### src/rtl/rs170_pkg.sv
// Shared types for the interlaced raster generator.
// Assumes a 2-bit level bus read by a downstream DAC.
package rs170_pkg;
    // Analog target selected for the current clock
    typedef enum logic [1:0] {
        LVL_SYNC  = 2'b00,
        LVL_BLANK = 2'b01,
        LVL_BLACK = 2'b10,
        LVL_WHITE = 2'b11
    } level_e;
endpackage

### src/rtl/rs170_hcount.sv
// Horizontal position counter.
// Counts clocks within one line and reports the position inside the
// current half-line. Assumes LINE_CLKS is even.
module rs170_hcount #(
    parameter int LINE_CLKS = 910,
    parameter int HW        = $clog2(LINE_CLKS)
) (
    input  logic          clk,
    input  logic          rst_n,
    output logic [HW-1:0] hpos,
    output logic          eol,
    output logic          second_half,
    output logic [HW-1:0] half_pos
);
    localparam logic [HW-1:0] LAST_H = HW'(LINE_CLKS - 1);
    localparam logic [HW-1:0] HALF_H = HW'(LINE_CLKS / 2);

    // Advance the clock position and wrap at the end of the line
    always_ff @(posedge clk) begin
        if (!rst_n)
            hpos <= '0;
        else if (hpos == LAST_H)
            hpos <= '0;
        else
            hpos <= hpos + 1'b1;
    end

    // End-of-line strobe and half-line position
    always_comb begin
        eol         = (hpos == LAST_H);
        second_half = (hpos >= HALF_H);
        half_pos    = second_half ? (hpos - HALF_H) : hpos;
    end
endmodule

### src/rtl/rs170_vcount.sv
// Frame line counter and field flag.
// The odd field ends at the midpoint of line F2 and the even field
// ends at the end of the last frame line. Assumes FRAME_LINES is odd.
module rs170_vcount #(
    parameter int LINE_CLKS   = 910,
    parameter int FRAME_LINES = 525,
    parameter int HW          = $clog2(LINE_CLKS),
    parameter int VW          = $clog2(FRAME_LINES)
) (
    input  logic          clk,
    input  logic          rst_n,
    input  logic          eol,
    input  logic [HW-1:0] hpos,
    output logic [VW-1:0] line,
    output logic          field_odd
);
    localparam logic [VW-1:0] LAST_L     = VW'(FRAME_LINES - 1);
    localparam logic [VW-1:0] F2_L       = VW'((FRAME_LINES - 1) / 2);
    localparam logic [HW-1:0] HALF_PRE_H = HW'(LINE_CLKS / 2 - 1);

    // Step the frame line at each end of line
    always_ff @(posedge clk) begin
        if (!rst_n)
            line <= '0;
        else if (eol)
            line <= (line == LAST_L) ? '0 : line + 1'b1;
    end

    // Switch field at the mid-line point and at the frame wrap
    always_ff @(posedge clk) begin
        if (!rst_n)
            field_odd <= 1'b1;
        else if (line == F2_L && hpos == HALF_PRE_H)
            field_odd <= 1'b0;
        else if (eol && line == LAST_L)
            field_odd <= 1'b1;
    end
endmodule

### src/rtl/rs170_sync_decode.sv
// Blanking and composite sync decode.
// Works from the counters only. Broad pulses cover 2*VSYNC_LINES
// half-lines from the start of each field. The half-line index is
// {line, second_half}, i.e. 2*line + second_half.
module rs170_sync_decode #(
    parameter int LINE_CLKS    = 910,
    parameter int FRAME_LINES  = 525,
    parameter int HFP          = 18,
    parameter int HSW          = 73,
    parameter int HBP          = 55,
    parameter int VSYNC_LINES  = 3,
    parameter int VBLANK_LINES = 20,
    parameter int BROAD_HIGH   = 67,
    parameter int HW           = $clog2(LINE_CLKS),
    parameter int VW           = $clog2(FRAME_LINES)
) (
    input  logic [HW-1:0] hpos,
    input  logic          second_half,
    input  logic [HW-1:0] half_pos,
    input  logic [VW-1:0] line,
    output logic          hblank,
    output logic          vblank,
    output logic          csync_n
);
    localparam int F2 = (FRAME_LINES - 1) / 2;
    localparam logic [HW-1:0] ACT_H      = HW'(HFP + HSW + HBP);
    localparam logic [HW-1:0] HS_BEG_H   = HW'(HFP);
    localparam logic [HW-1:0] HS_END_H   = HW'(HFP + HSW);
    localparam logic [HW-1:0] BROAD_LO_H = HW'(LINE_CLKS / 2 - BROAD_HIGH);
    localparam logic [VW-1:0] VBL_L      = VW'(VBLANK_LINES);
    localparam logic [VW-1:0] F2_L       = VW'(F2);
    localparam logic [VW-1:0] EVEN_ACT_L = VW'(F2 + 1 + VBLANK_LINES);
    localparam logic [VW:0]   VS_HL      = (VW+1)'(2 * VSYNC_LINES);
    localparam logic [VW:0]   EVEN_HL    = (VW+1)'(FRAME_LINES);
    localparam logic [VW:0]   EVEN_HL_E  = (VW+1)'(FRAME_LINES + 2 * VSYNC_LINES);

    logic [VW:0] half_idx;
    logic        in_vsync;
    logic        broad_low;
    logic        line_pulse;

    // Locate the broad-pulse half-lines of both fields
    always_comb begin
        half_idx = {line, second_half};
        in_vsync = (half_idx < VS_HL) ||
                   (half_idx >= EVEN_HL && half_idx < EVEN_HL_E);
    end

    // Form composite sync from broad pulses or the normal line pulse
    always_comb begin
        broad_low  = in_vsync && (half_pos < BROAD_LO_H);
        line_pulse = !in_vsync && (hpos >= HS_BEG_H) && (hpos < HS_END_H);
        csync_n    = !(broad_low || line_pulse);
    end

    // Horizontal and vertical blanking intervals
    always_comb begin
        hblank = (hpos < ACT_H);
        vblank = (line < VBL_L) || (line >= F2_L && line < EVEN_ACT_L);
    end
endmodule

### src/rtl/rs170_level_map.sv
// Output level selection.
// Picks the analog target code and gates the luminance byte to the
// visible region. Assumes full scale luminance means white.
module rs170_level_map
    import rs170_pkg::*;
#(
    parameter int LUMA_W = 8
) (
    input  logic              hblank,
    input  logic              vblank,
    input  logic              csync_n,
    input  logic [LUMA_W-1:0] luma_i,
    output logic              active,
    output level_e            level,
    output logic [LUMA_W-1:0] luma_o
);
    localparam logic [LUMA_W-1:0] FULL = '1;

    // Visible region and gated luminance
    always_comb begin
        active = !hblank && !vblank;
        luma_o = active ? luma_i : '0;
    end

    // Sync has priority, then blank, then picture level
    always_comb begin
        if (!csync_n)
            level = LVL_SYNC;
        else if (!active)
            level = LVL_BLANK;
        else if (luma_i == FULL)
            level = LVL_WHITE;
        else
            level = LVL_BLACK;
    end
endmodule

### src/rtl/rs170_raster_gen.sv
// Interlaced 525-line monochrome raster timing generator (top).
// One pixel-rate clock and synchronous active-low reset. All outputs
// decode from the counter state in the same cycle; luma is a
// combinational pass-through gated by the visible region.
module rs170_raster_gen
    import rs170_pkg::*;
#(
    parameter int LINE_CLKS    = 910,
    parameter int FRAME_LINES  = 525,
    parameter int HFP          = 18,
    parameter int HSW          = 73,
    parameter int HBP          = 55,
    parameter int VSYNC_LINES  = 3,
    parameter int VBLANK_LINES = 20,
    parameter int BROAD_HIGH   = 67,
    parameter int LUMA_W       = 8,
    parameter int HW           = $clog2(LINE_CLKS),
    parameter int VW           = $clog2(FRAME_LINES)
) (
    input  logic              clk,
    input  logic              rst_n,
    input  logic [LUMA_W-1:0] luma_i,
    output logic [HW-1:0]     hpos_o,
    output logic [VW-1:0]     line_o,
    output logic              field_odd_o,
    output logic              hblank_o,
    output logic              vblank_o,
    output logic              csync_n_o,
    output logic              active_o,
    output logic [1:0]        level_o,
    output logic [LUMA_W-1:0] luma_o
);
    logic          eol;
    logic          second_half;
    logic [HW-1:0] half_pos;
    level_e        level;

    rs170_hcount #(.LINE_CLKS(LINE_CLKS), .HW(HW)) i_hcount (
        .clk(clk), .rst_n(rst_n), .hpos(hpos_o), .eol(eol),
        .second_half(second_half), .half_pos(half_pos)
    );

    rs170_vcount #(.LINE_CLKS(LINE_CLKS), .FRAME_LINES(FRAME_LINES),
                   .HW(HW), .VW(VW)) i_vcount (
        .clk(clk), .rst_n(rst_n), .eol(eol), .hpos(hpos_o),
        .line(line_o), .field_odd(field_odd_o)
    );

    rs170_sync_decode #(.LINE_CLKS(LINE_CLKS), .FRAME_LINES(FRAME_LINES),
                        .HFP(HFP), .HSW(HSW), .HBP(HBP),
                        .VSYNC_LINES(VSYNC_LINES), .VBLANK_LINES(VBLANK_LINES),
                        .BROAD_HIGH(BROAD_HIGH), .HW(HW), .VW(VW)) i_decode (
        .hpos(hpos_o), .second_half(second_half), .half_pos(half_pos),
        .line(line_o), .hblank(hblank_o), .vblank(vblank_o),
        .csync_n(csync_n_o)
    );

    rs170_level_map #(.LUMA_W(LUMA_W)) i_level (
        .hblank(hblank_o), .vblank(vblank_o), .csync_n(csync_n_o),
        .luma_i(luma_i), .active(active_o), .level(level), .luma_o(luma_o)
    );

    // Present the level code as a plain vector
    assign level_o = level;
endmodule

### config.mk
export PLATFORM = sky130hd
export DESIGN_NAME = rs170_raster_gen
export DESIGN_NICKNAME = d
export VERILOG_FILES = /design/src/rtl/rs170_pkg.sv /design/src/rtl/rs170_hcount.sv /design/src/rtl/rs170_vcount.sv /design/src/rtl/rs170_sync_decode.sv /design/src/rtl/rs170_level_map.sv /design/src/rtl/rs170_raster_gen.sv
export SDC_FILE = /design/constraint.sdc
export NUM_CORES = 1
export LEC_CHECK = 0
export ABC_AREA = 1
export BUFFER_PORTS_ARGS = -buffer_cell sky130_fd_sc_hd__buf_2
export CAP_MARGIN = 20
export CELL_PAD_IN_SITES_DETAIL_PLACEMENT = 0
export CELL_PAD_IN_SITES_GLOBAL_PLACEMENT = 2
export CORE_UTILIZATION = 25
export DETAILED_ROUTE_END_ITERATION = 7
export PLACE_DENSITY_LB_ADDON = 0.15
export SLEW_MARGIN = 40
export SYNTH_ARGS = -nofsm -noshare
export SYNTH_HDL_FRONTEND = slang
export SYNTH_SLANG_ARGS = --single-unit
### constraint.sdc
create_clock -name clk -period 1.6 [get_ports clk]
set_clock_uncertainty 0.15 [all_clocks]
set_input_delay 0.16 -clock clk [delete_from_list [all_inputs] [get_ports clk]]
set_output_delay 0.16 -clock clk [all_outputs]
set_load 0.02 [all_outputs]
== After elaboration in Yosys (flattened, before gate mapping) ==
Index checks and enable logic that the tools add are counted.

* Output and inout port bits: 35
* Bits of input ports: 10
* Register bits after elaboration: 21
* Logic and storage cells: 48

* $add $sub $neg: 3
* Muxes and demuxes: 8
* Eq/ne operators: 5
* $lt $le $gt $ge: 11
* Bitwise gates (word level): 1
* Reductions and logical operators: 17

{| class="wikitable"
|+ Operator list
! kind !! count
|-
| adder 10 x 1 -> 10 bit, second input constant || 2
|-
| equality test 10 bit, second input constant || 2
|-
| equality test 10 x 9 -> 1 bit, second input constant || 2
|-
| >= comparator 10 x 9 -> 1 bit, second input constant || 2
|-
| < comparator 10 x 9 -> 1 bit, second input constant || 2
|-
| two-way mux 10 bit || 2
|-
| >= comparator 11 x 10 -> 1 bit, second input constant || 1
|-
| < comparator 11 x 10 -> 1 bit, second input constant || 1
|-
| < comparator 11 x 3 -> 1 bit, second input constant || 1
|-
| >= comparator 10 x 5 -> 1 bit, second input constant || 1
|-
| < comparator 10 x 5 -> 1 bit, second input constant || 1
|-
| < comparator 10 x 7 -> 1 bit, second input constant || 1
|-
| < comparator 10 x 8 -> 1 bit, second input constant || 1
|-
| subtractor 10 x 9 -> 10 bit, second input constant || 1
|-
| equality test 8 bit, second input constant || 1
|-
| logical AND 1 bit || 8
|-
| two-way mux 8 bit || 1
|-
| zero test 1 bit || 4
|-
| two-way mux 2 bit || 2
|-
| logical OR 1 bit || 3
|-
| two-way mux 1 bit || 3
|-
| nonzero test 2 bit || 1
|-
| OR reduction 2 bit || 1
|-
| NOT 1 bit || 1
|}

== Depth between registers and ports, before layout ==
Gate-level depths: netlist of run 1.

* Depth in word-level cells: 9
* Mapped depth: 14
* Depth with buffers taken out: 13

== Cells and area by module ==
Synthesis of run 1 repeated with hierarchy kept, for this count alone.

* Cells, all modules: 325
* Area, all modules: 1926.8 sq um

{| class="wikitable"
|+ By module, submodules not included
! module !! instances !! cells an instance !! seq. area each (sq um) !! area an instance (sq um)
|-
| rs170_hcount || 1 || 120 || 200.2 || 808.3
|-
| rs170_vcount || 1 || 101 || 220.2 || 644.4
|-
| rs170_sync_decode || 1 || 76 || 0.0 || 335.3
|-
| rs170_level_map || 1 || 28 || 0.0 || 138.9
|}

== Worst setup path before layout of run 1 ==
OpenSTA, ideal clock, no wires.

* Path type: register to output
* Start point: reg i_hcount.hpos[0]
* End point: out level_o[0]
* Required time: 1290 ps
* Path slack: -409 ps
* Stages on the path, launching flop included: 14
* Path buffers: 0
* Arrival time: 1699 ps
* Cell sequence: dfxtp_1 > ha_1 > nand2_1 > nand3_2 > nand2_2 > nand2_4 > nand2_1 > nand2_1 > nand2_1 > nand3_2 > nand2_2 > nand3_2 > nand2_2 > nor2_2

* Cells in the longest elaborated chain, start to end: 9
* Elaborated cells on any way between the ends: 21
* Classes of those cells: add/sub: 1; order compare: 8; mux: 3; reduce/logical: 9

{| class="wikitable"
|+ Ends and longest elaborated chain
! what !! line !! source
|-
| start: declaration || rs170_hcount.sv:10 || <nowiki>output logic [HW-1:0] hpos,</nowiki>
|-
| start signal: assignment || rs170_hcount.sv:25 || <nowiki>hpos <= hpos + 1'b1;</nowiki>
|-
| >= comparator 10 x 9 -> 1 bit || rs170_hcount.sv:31 || <nowiki>second_half = (hpos >= HALF_H);</nowiki>
|-
| >= comparator 11 x 10 -> 1 bit or < comparator 11 x 10 -> 1 bit (tied branches) || rs170_sync_decode.sv:46 || <nowiki>(half_idx >= EVEN_HL && half_idx < EVEN_HL_E);</nowiki>
|-
| logical AND 1 bit || rs170_sync_decode.sv:46 ||
|-
| logical OR 1 bit || rs170_sync_decode.sv:45 || <nowiki>in_vsync = (half_idx < VS_HL) ||</nowiki>
|-
| zero test 1 bit || rs170_sync_decode.sv:52 || <nowiki>line_pulse = !in_vsync && (hpos >= HS_BEG_H) && (hpos < HS_END_H);</nowiki>
|-
| logical AND 1 bit (2 in series) || rs170_sync_decode.sv:52 ||
|-
| logical OR 1 bit || rs170_sync_decode.sv:53 || <nowiki>csync_n = !(broad_low || line_pulse);</nowiki>
|-
| two-way mux 2 bit (*) || rs170_level_map.sv:27 || <nowiki>if (!csync_n)</nowiki>
|-
| end: declaration || rs170_raster_gen.sv:30 || <nowiki>output logic [1:0] level_o,</nowiki>
|}

Every way passes the cells marked *; elsewhere a longest branch is shown, timed or not.

== Worst setup path in the final report of run 1 ==
* Start point: reg i_hcount.hpos[1]
* End point: out level_o[0]

Same word-level chain as after synthesis.

==> results of run 1 <==
## worst min-delay path, cell delays in order, from the launching register on
cell and delay (ns):
dfxtp_1 0.36, o32ai_2 0.08, inv_1 0.04
## power by group through the flow
stage	clock, mW	sequential (mW)	combinational, mW
final	0.372	0.525	0.165
after CTS	0.390	0.527	0.152
after floorplan	0	0.552	0.0472
after global routing	0.424	0.526	0.181
after detailed placement	0	0.542	0.125
after global placement	0	0.541	0.125
## registers in the layout, summed over array words and instances, names as in the netlist
signal and cells:
i_hcount.hpos 10, i_vcount.line 10, i_vcount.field_odd 1
## final cells by class
class / instances / area, um2
fillers: 654 / 3140
multi-input cells: 204 / 1430
repair buffers: 143 / 1130
flip-flops and latches: 21 / 470
inverters: 47 / 185
well taps: 77 / 96.3
clock buffers: 4 / 45.0
## synth_stat cells, types with 2 or more instances
master	n	share of area [%]
nor3_1	5	1.5
a21oi_1	16	4.6
nand3_1	18	5.2
xor2_1	6	3.1
clkbuf_8	2	1.6
nor2_4	2	1.3
nand4_1	8	2.9
nand3_2	3	1.7
nor3_2	2	1.2
inv_1	45	9.8
o21ai_0	12	3.5
nor2_1	41	8.9
o2111ai_1	3	1.5
nand2_1	57	12
ha_1	7	5.1
nor2_2	4	1.5
nand2_2	7	2.5
dfxtp_1	21	24
nor4_1	6	2.2
## routing by layer
layer / GRT usage (%) / share of wire, % / wire, um
met2: 27.7 / 45 / 2770
met1: 25.2 / 50 / 3080
met3: 1.95 / 3.9 / 238
met5: 0 / 0 / 0
met4: 3.24 / 0.59 / 36
## how the worst max path moves through the flow
| stage | end | slack [ns] | cells after the start | from |
|---|---|---|---|---|
| 2_1_floorplan | level_o[0] | -0.17 | 14 | i_hcount.hpos[9]$_SDFF_PP0_ |
| 3_3_place_gp | i_vcount.field_odd$_SDFFE_PN1P_ | -0.31 | 10 | i_hcount.hpos[0]$_SDFF_PP0_ |
| 3_5_place_dp | level_o[0] | -0.34 | 14 | i_hcount.hpos[1]$_SDFF_PP0_ |
| 4_1_cts | level_o[0] | -0.55 | 14 | i_hcount.hpos[1]$_SDFF_PP0_ |
| 5_1_grt | level_o[0] | -0.68 | 14 | i_hcount.hpos[1]$_SDFF_PP0_ |
| 6_report | level_o[0] | -0.57 | 13 | i_hcount.hpos[1]$_SDFF_PP0_ |
## kinds of logic (layout without fill, tap and decap cells)
group                      Yosys count  count (layout)  share of synthesized area, %
adders and majority gates            7               7                          5.08
DFF                                 21              21                          24.4
xor gates and xnor gates             6               6                          3.05
buffers and inverters               51             194                          12.9
AOI/OAI and AO/OA                   35              35                          11.4
and+or+nand+nor                    156             156                          43.1
## metrics by stage
step / instances / worst slack [ns] / TNS, ns / power [mW]
floorplan: 276 / -0.168 / -0.926 / 0.599
global placement: 477 / -0.315 / -5.66 / 0.667
detailed placement: 477 / -0.338 / -5.50 / 0.666
CTS: 489 / -0.553 / -10.88 / 1.07
global route: 496 / -0.680 / -13.32 / 1.13
finish: 496 / -0.573 / -9.61 / 1.06
## layout by cell type, fill, tap and decap left out, types with 3 or more instances in the layout
master	count
nor3_1	4
inv_2	9
buf_2	30
nor3_2	3
ha_1	3
o21ai_2	3
nand2_4	7
xor2_1	6
nor2_2	4
a21oi_1	10
inv_1	35
nand4_1	8
nand3_1	14
nor4_1	5
buf_6	26
clkbuf_8	3
nand3_2	5
nor2_4	18
a21oi_2	4
o21ai_1	4
nand2_2	10
buf_4	84
dfxtp_2	10
o21ai_0	4
ha_4	3
nor2_1	25
dfxtp_4	10
nand2_1	48
## what timing repair did
action / in CTS / in global routing
pin swaps: 15 / 31
gates cloned: 1 / 0
gates resized for setup: 62 / 39
endpoints found under the setup margin: 33 / 35
hold buffers: 1 / 0
setup buffers: 6 / 8
endpoints found under the hold margin: 1 / 0
==> reports/metrics.yaml, run 1 <==
power_frac_clock_pct: 35.1
drt_wl_total_um: 6130
holdWs_ns: 0.359
required_ns: 1.29
dpl.hpwl_um: 4690
setup_viol: 35
seq_area_frac_synth_pct: 24.4
seq_power_share_pct: 49.4
worst-path-buf-inv: 2
antenna_found_initial: 0
critPathArrivalTime_ns: 1.86
finalCriticalPeriod_ns: 2.17
routed-via-count: 2261
clkTransAtPathRegs_ns: 0.09
drt_pass1_iterations: 5
maxSlewViolCount: 0
swShare_pct: 27.0
area_growth_pct: 94.9
slowest_stage: "dfxtp_4"
clockBufferDepth: 2
cts_tree: "built"
placed_area_um2: 2810
slew_headroom_pct: 74.3
cp_common_cell: "nand2_4"
holdPathEnd: "i_vcount.field_odd$_SDFFE_PN1P_"
hp-start: "i_vcount.field_odd$_SDFFE_PN1P_"
final_nets: 437
gp_congestion: 0.822
path_max_fanout: 6
die_h_um: 85.0
clk_latency_ns: 0.26
coreArea_um2: 6490
worstReg2RegEnd: "i_vcount.line[6]$_SDFFE_PN0N_"
grt_pass1_vias: 2108
setup.worst_path.start_class: "register"
pwr-share-comb_pct: 15.5
rsz0062_at_grt: "yes"
avgSynthCellArea_um2: 6.24
reg2regPathDepth: 11
crit_path_end_kind: "output port"
min_path_cells: 2
die_w_um: 85.0
violations: "setup timing"
hold_viol_final: 0
grt_first_pass_wirelength_um: 10100
num_rows: 29
cpPeakStageDelay_ns: 0.37
ant_nets: 0
cap_violations: 0
p_int_mw: 0.775
remaining_drc_errors: 0
r2r_start: "i_hcount.hpos[0]$_SDFF_PP0_"
yosys_most_used_dff: "dfxtp_1"
finalWorstSetupSlack_ns: -0.573
leakage_nw: 1.59
post_synth_instance_area_um2: 1720
post-route-util_pct: 51.7
async_flop_share_pct: 0
port-buffer-count: 44
synth_nets: 293
cts-root-buf: "clkbuf_8"
io_pins: 45
cts.sinks: 21
rrSetupSlack_ns: -0.26
synth-seq-cells: 21
grt_overflow: 0
synth_cell_types: 30
grt_max_degree: 12
hold_class: "register to register"
path_cells: "ha_4, nand2_4, nand3_4, nand2_4, nand2_4, buf_6, nand3_1, nand2_1, nand3_1, nand3_2, nand2_4, nor2_4, buf_6"
criticalPathCategory: "register to output port"
cts_inserted_buffers: 3
wl_per_cell_um: 12.4
drtIter0Drc: 78
worst_slew_pin_slew_ns: 0.381
stdcell_area_um2: 3360
vias_per_cell: 4.56
yosys_warnings: 0
cts_max_level: 1
grtUsageTotal_pct: 17.3
drive_above_1_share_pct: 58.5
die-area_um2: 7230
synth_edf_count: 0
timing.fmax_mhz: 460
antenna-diode-count: 0
synthCells: 276
power.density_nw_per_um2: 316
vdd_drop_max_v: 0.000273
fin_crit_sh_pct: 136
switchingPower_mw: 0.287
initial_core_util_pct: 26.5
cp_top_family: "simple AND/OR/NAND/NOR gates"
outcome: "finished with violations"
Power figures use the tool's default switching activity.
==> inputs of run 2 (changes only) <==
ABC_CLOCK_PERIOD_IN_PS = 1600   (was unset)
CELL_PAD_IN_SITES_DETAIL_PLACEMENT = unset   (was 0)
CELL_PAD_IN_SITES_GLOBAL_PLACEMENT = unset   (was 2)
CORE_UTILIZATION = 48   (was 25)
==> run 2 against run 1 <==
  * The flow now stops in 5_1_grt
  * Synthesized cell count unchanged
  * Synthesized area stayed put
==> reports/metrics.yaml, run 2 <==
yosys_warnings: 0  # unchanged
synth_cell_types: 30  # unchanged
error: "[ERROR GRT-0232] Routing congestion too high. Check the congestion heatmap in the GUI."
grtUsageTotal_pct: 92.4
clockBufferDepth: 2  # unchanged
synth_edf_count: 0  # unchanged
synth_top_area_share_pct: 24.4  # unchanged
synthTopCellsByArea: "dfxtp_1 (24%), nand2_1 (12%), inv_1 (9.8%)"
synthXorXnorAreaFrac_pct: 3.05  # unchanged
cts-root-buf: "clkbuf_4"
grt_max_degree: 13
io_pins: 45  # unchanged
synth.area.mux_share_pct: 0  # unchanged
synth_area_leader_cell: "dfxtp_1"
grt_overflow: 304
cts_inserted_buffers: 3  # unchanged
async_flop_share_pct: 0  # unchanged
seq_area_frac_synth_pct: 24.4  # unchanged
postGrtWorstEndpoint: "level_o[0]"
dpl.hpwl_um: 4270  # -9.0%
yosysMostFrequentCell: "nand2_1"
gp_congestion: 0.930  # +13%
synth_top_family_by_area: "simple AND/OR/NAND/NOR gates"
cts.sinks: 21  # unchanged
die_h_um: 61.9  # -27%
synth-seq-cells: 21  # unchanged
synth_nets: 293  # unchanged
outcome: "did not finish"
synthCells: 276  # unchanged
synth-simple-area-share_pct: 43.1  # unchanged
port-buffer-count: 44  # unchanged
num_rows: 21  # -28%
cts_max_level: 1  # unchanged
avgSynthCellArea_um2: 6.24  # unchanged
die_w_um: 61.9  # -27%
yosys_most_used_dff: "dfxtp_1"
synth-compound-area-share_pct: 11.4  # unchanged
failing_step: "5_1_grt"
synthAdderAreaFrac_pct: 5.08  # unchanged
worst-ep-kind: "primary output"
post_synth_instance_area_um2: 1720  # unchanged
initial_core_util_pct: 50.8  # +24 points
yosys-top-cells-count: "nand2_1 (57), inv_1 (45), nor2_1 (41)"
dp_slack_ns: -0.337  # +0.000400 ns
## run 2: cells by family after synthesis
| family | count (synthesis) |
|---|---|
| and+or+nand+nor | 156 |
| buffers and inverters | 51 |
| adders and majority gates | 7 |
| xor gates and xnor gates | 6 |
| AOI/OAI and AO/OA | 35 |
| DFF | 21 |
## run 2: what timing repair did
item	CTS
resized for setup	79
pin swaps	25
buffers inserted	7
setup endpoints to repair	35
hold buffers	1
hold endpoints to repair	1
## run 2: metrics by stage
stage / hold WS [ns] / area (um2) / instances / setup TNS (ns)
after floorplan: 0.138 / 1910 / 276 / -0.926
after global placement: 0.287 / 2730 / 440 / -4.20
after detailed placement: 0.293 / 2730 / 440 / -5.18
after CTS: 0.365 / 3090 / 451 / -9.25
## run 2: metal layers
metal	overflow	GRT usage, %
met5	0	4.29
met4	79	116
met3	2	56.1
met2	222	131
met1	1	81.0
==> inputs of run 3 (changes only) <==
ABC_CLOCK_PERIOD_IN_PS = 2100   (was 1600)
CORE_UTILIZATION = 35   (was 48)
clock period = 2.1 ns   (was 1.6 ns; I/O delays follow)
==> run 3 against run 2 <==
  * The flow now finishes, with violations (setup timing)
==> reports/metrics.yaml, run 3 (synthesis results as in run 1) <==
cap_violations: 0
clockBufferDepth: 2  # unchanged
reg_top3: "i_hcount.hpos (10), i_vcount.line (10), i_vcount.field_odd (1)"
initial_core_util_pct: 36.5  # -14 points
antenna-diode-count: 0
die_h_um: 72.2  # +17%
cts_max_level: 1  # unchanged
drtIter0Drc: 93
setup.worst_path.start_class: "register"
finalCriticalPeriod_ns: 2.16
port-buffer-count: 44  # unchanged
coreArea_um2: 4720
dpl.hpwl_um: 3760  # -12%
wl_met1_um: 2460
setup_viol: 3
clk_latency_ns: 0.27
cts_inserted_buffers: 3  # unchanged
worstReg2RegEnd: "i_vcount.line[4]$_SDFFE_PN0N_"
leakage_nw: 1.21
power.density_nw_per_um2: 311
slew_headroom_pct: 68.8
io_pins: 45  # unchanged
vias_per_cell: 4.75
cts-root-buf: "clkbuf_8"
grtUsageTotal_pct: 19.2
wl_per_cell_um: 11.7
die-area_um2: 5210
met3_length_um: 148
area_growth_pct: 45.2
clkTransAtPathRegs_ns: 0.09
timing.fmax_mhz: 462
finalSetupTns_ns: -0.177
dpl.cell_count: 405  # -8.0%
r2r_start: "i_hcount.hpos[1]$_SDFF_PP0_"
final_cell_mix: "nand2_1 (49), inv_1 (43), buf_4 (38), nor2_1 (37), buf_2 (32)"
ant_nets: 0
cts.sinks: 21  # unchanged
reg2regPathDepth: 11
wl_met2_um: 2210
crit_path_end_kind: "output port"
criticalPathCategory: "register to output port"
rrSetupSlack_ns: 0.08
outcome: "finished with violations"
hold_viol_final: 0
vdd_drop_max_v: 0.000212
gp_congestion: 0.886  # -4.8%
grt_max_degree: 12
drive_above_1_share_pct: 40.2
remaining_drc_errors: 0
die_w_um: 72.2  # +17%
fin_crit_sh_pct: 103
worstSetupEndpoint: "level_o[0]"
finalWorstSetupSlack_ns: -0.0649
finalNonFillerCells: 418
min_path_cells: 3
hold_class: "input port to register"
maxSlewViolCount: 0
violations: "setup timing"
drt_wl_total_um: 4880
critPathArrivalTime_ns: 1.80
antenna_found_initial: 0
ctsHoldBuffers: 0  # -1
grt_first_pass_wirelength_um: 7960
layout_commonest_cell: "nand2_1"
required_ns: 1.74
post-route-util_pct: 53.0
routed.top_layer: "met4"
crit_start: "i_hcount.hpos[1]$_SDFF_PP0_"
drt_pass1_iterations: 4
rsz0062_at_grt: "yes"
worst_slew_pin_slew_ns: 0.464
path_max_fanout: 6
cts_tree: "built"
grt_pass1_vias: 1732
holdWs_ns: 0.0835
final_nets: 369
grt_overflow: 0
routed-via-count: 1985
num_rows: 25  # +19%
total_power_mw: 0.777
## run 3: worst min-delay path by stage
stage | start | end
after global routing | rst_n | i_vcount.line[1]$_SDFFE_PN0N_
after global placement | i_vcount.field_odd$_SDFFE_PN1P_ | i_vcount.field_odd$_SDFFE_PN1P_
after detailed placement | i_vcount.field_odd$_SDFFE_PN1P_ | i_vcount.field_odd$_SDFFE_PN1P_
after floorplan | rst_n | i_vcount.line[1]$_SDFFE_PN0N_
after CTS | rst_n | i_vcount.line[1]$_SDFFE_PN0N_
final | rst_n | i_vcount.line[1]$_SDFFE_PN0N_
## run 3: worst max-delay path: stages (launching register included)
cell	delay [ns]
dfxtp_4	0.37
ha_4	0.16
nand2_4	0.08
nand3_4	0.09
nand2_4	0.08
nand2_4	0.07
nand2_2	0.07
nand2_2	0.05
nand2_2	0.07
nand3_2	0.08
nand3_1	0.12
nand2_4	0.07
nor2_2	0.09
buf_6	0.12
## run 3: report_power, final
group | switching [mW] | internal [mW] | leakage (nW)
clock | 0.151 | 0.136 | 0.0228
sequential | 0.00769 | 0.402 | 0.177
combinational | 0.0476 | 0.0335 | 1.01
total | 0.206 | 0.571 | 1.21
## run 3: cell type report
| class | count | area, um2 |
|---|---|---|
| tap | 67 | 83.8 |
| clock buffer | 4 | 45.0 |
| multi-input combinational | 204 | 1240 |
| timing repair buffer | 75 | 510 |
| inverter | 47 | 179 |
| fill | 474 | 2220 |
| sequential | 21 | 442 |
## run 3: through the flow
stage / instance area (um2) / worst slack, ns
floorplan: 1720 / 0.0406
global placement: 2160 / 0.0428
detailed placement: 2160 / 0.0405
CTS: 2360 / -0.0665
global route: 2500 / -0.172
finish: 2500 / -0.0649
## run 3: what timing repair did
item / CTS / global route
setup buffers: 6 / 3
endpoints found under the setup margin: 12 / 19
gates resized for setup: 37 / 39
pin swaps: 9 / 14
## run 3: metal layers
layer / global-route usage, % / up-vias
met5: 0 / -
met4: 6.10 / 0
met3: 2.22 / 7
met2: 30.6 / 42
met1: 27.0 / 890
li1: - / 1046
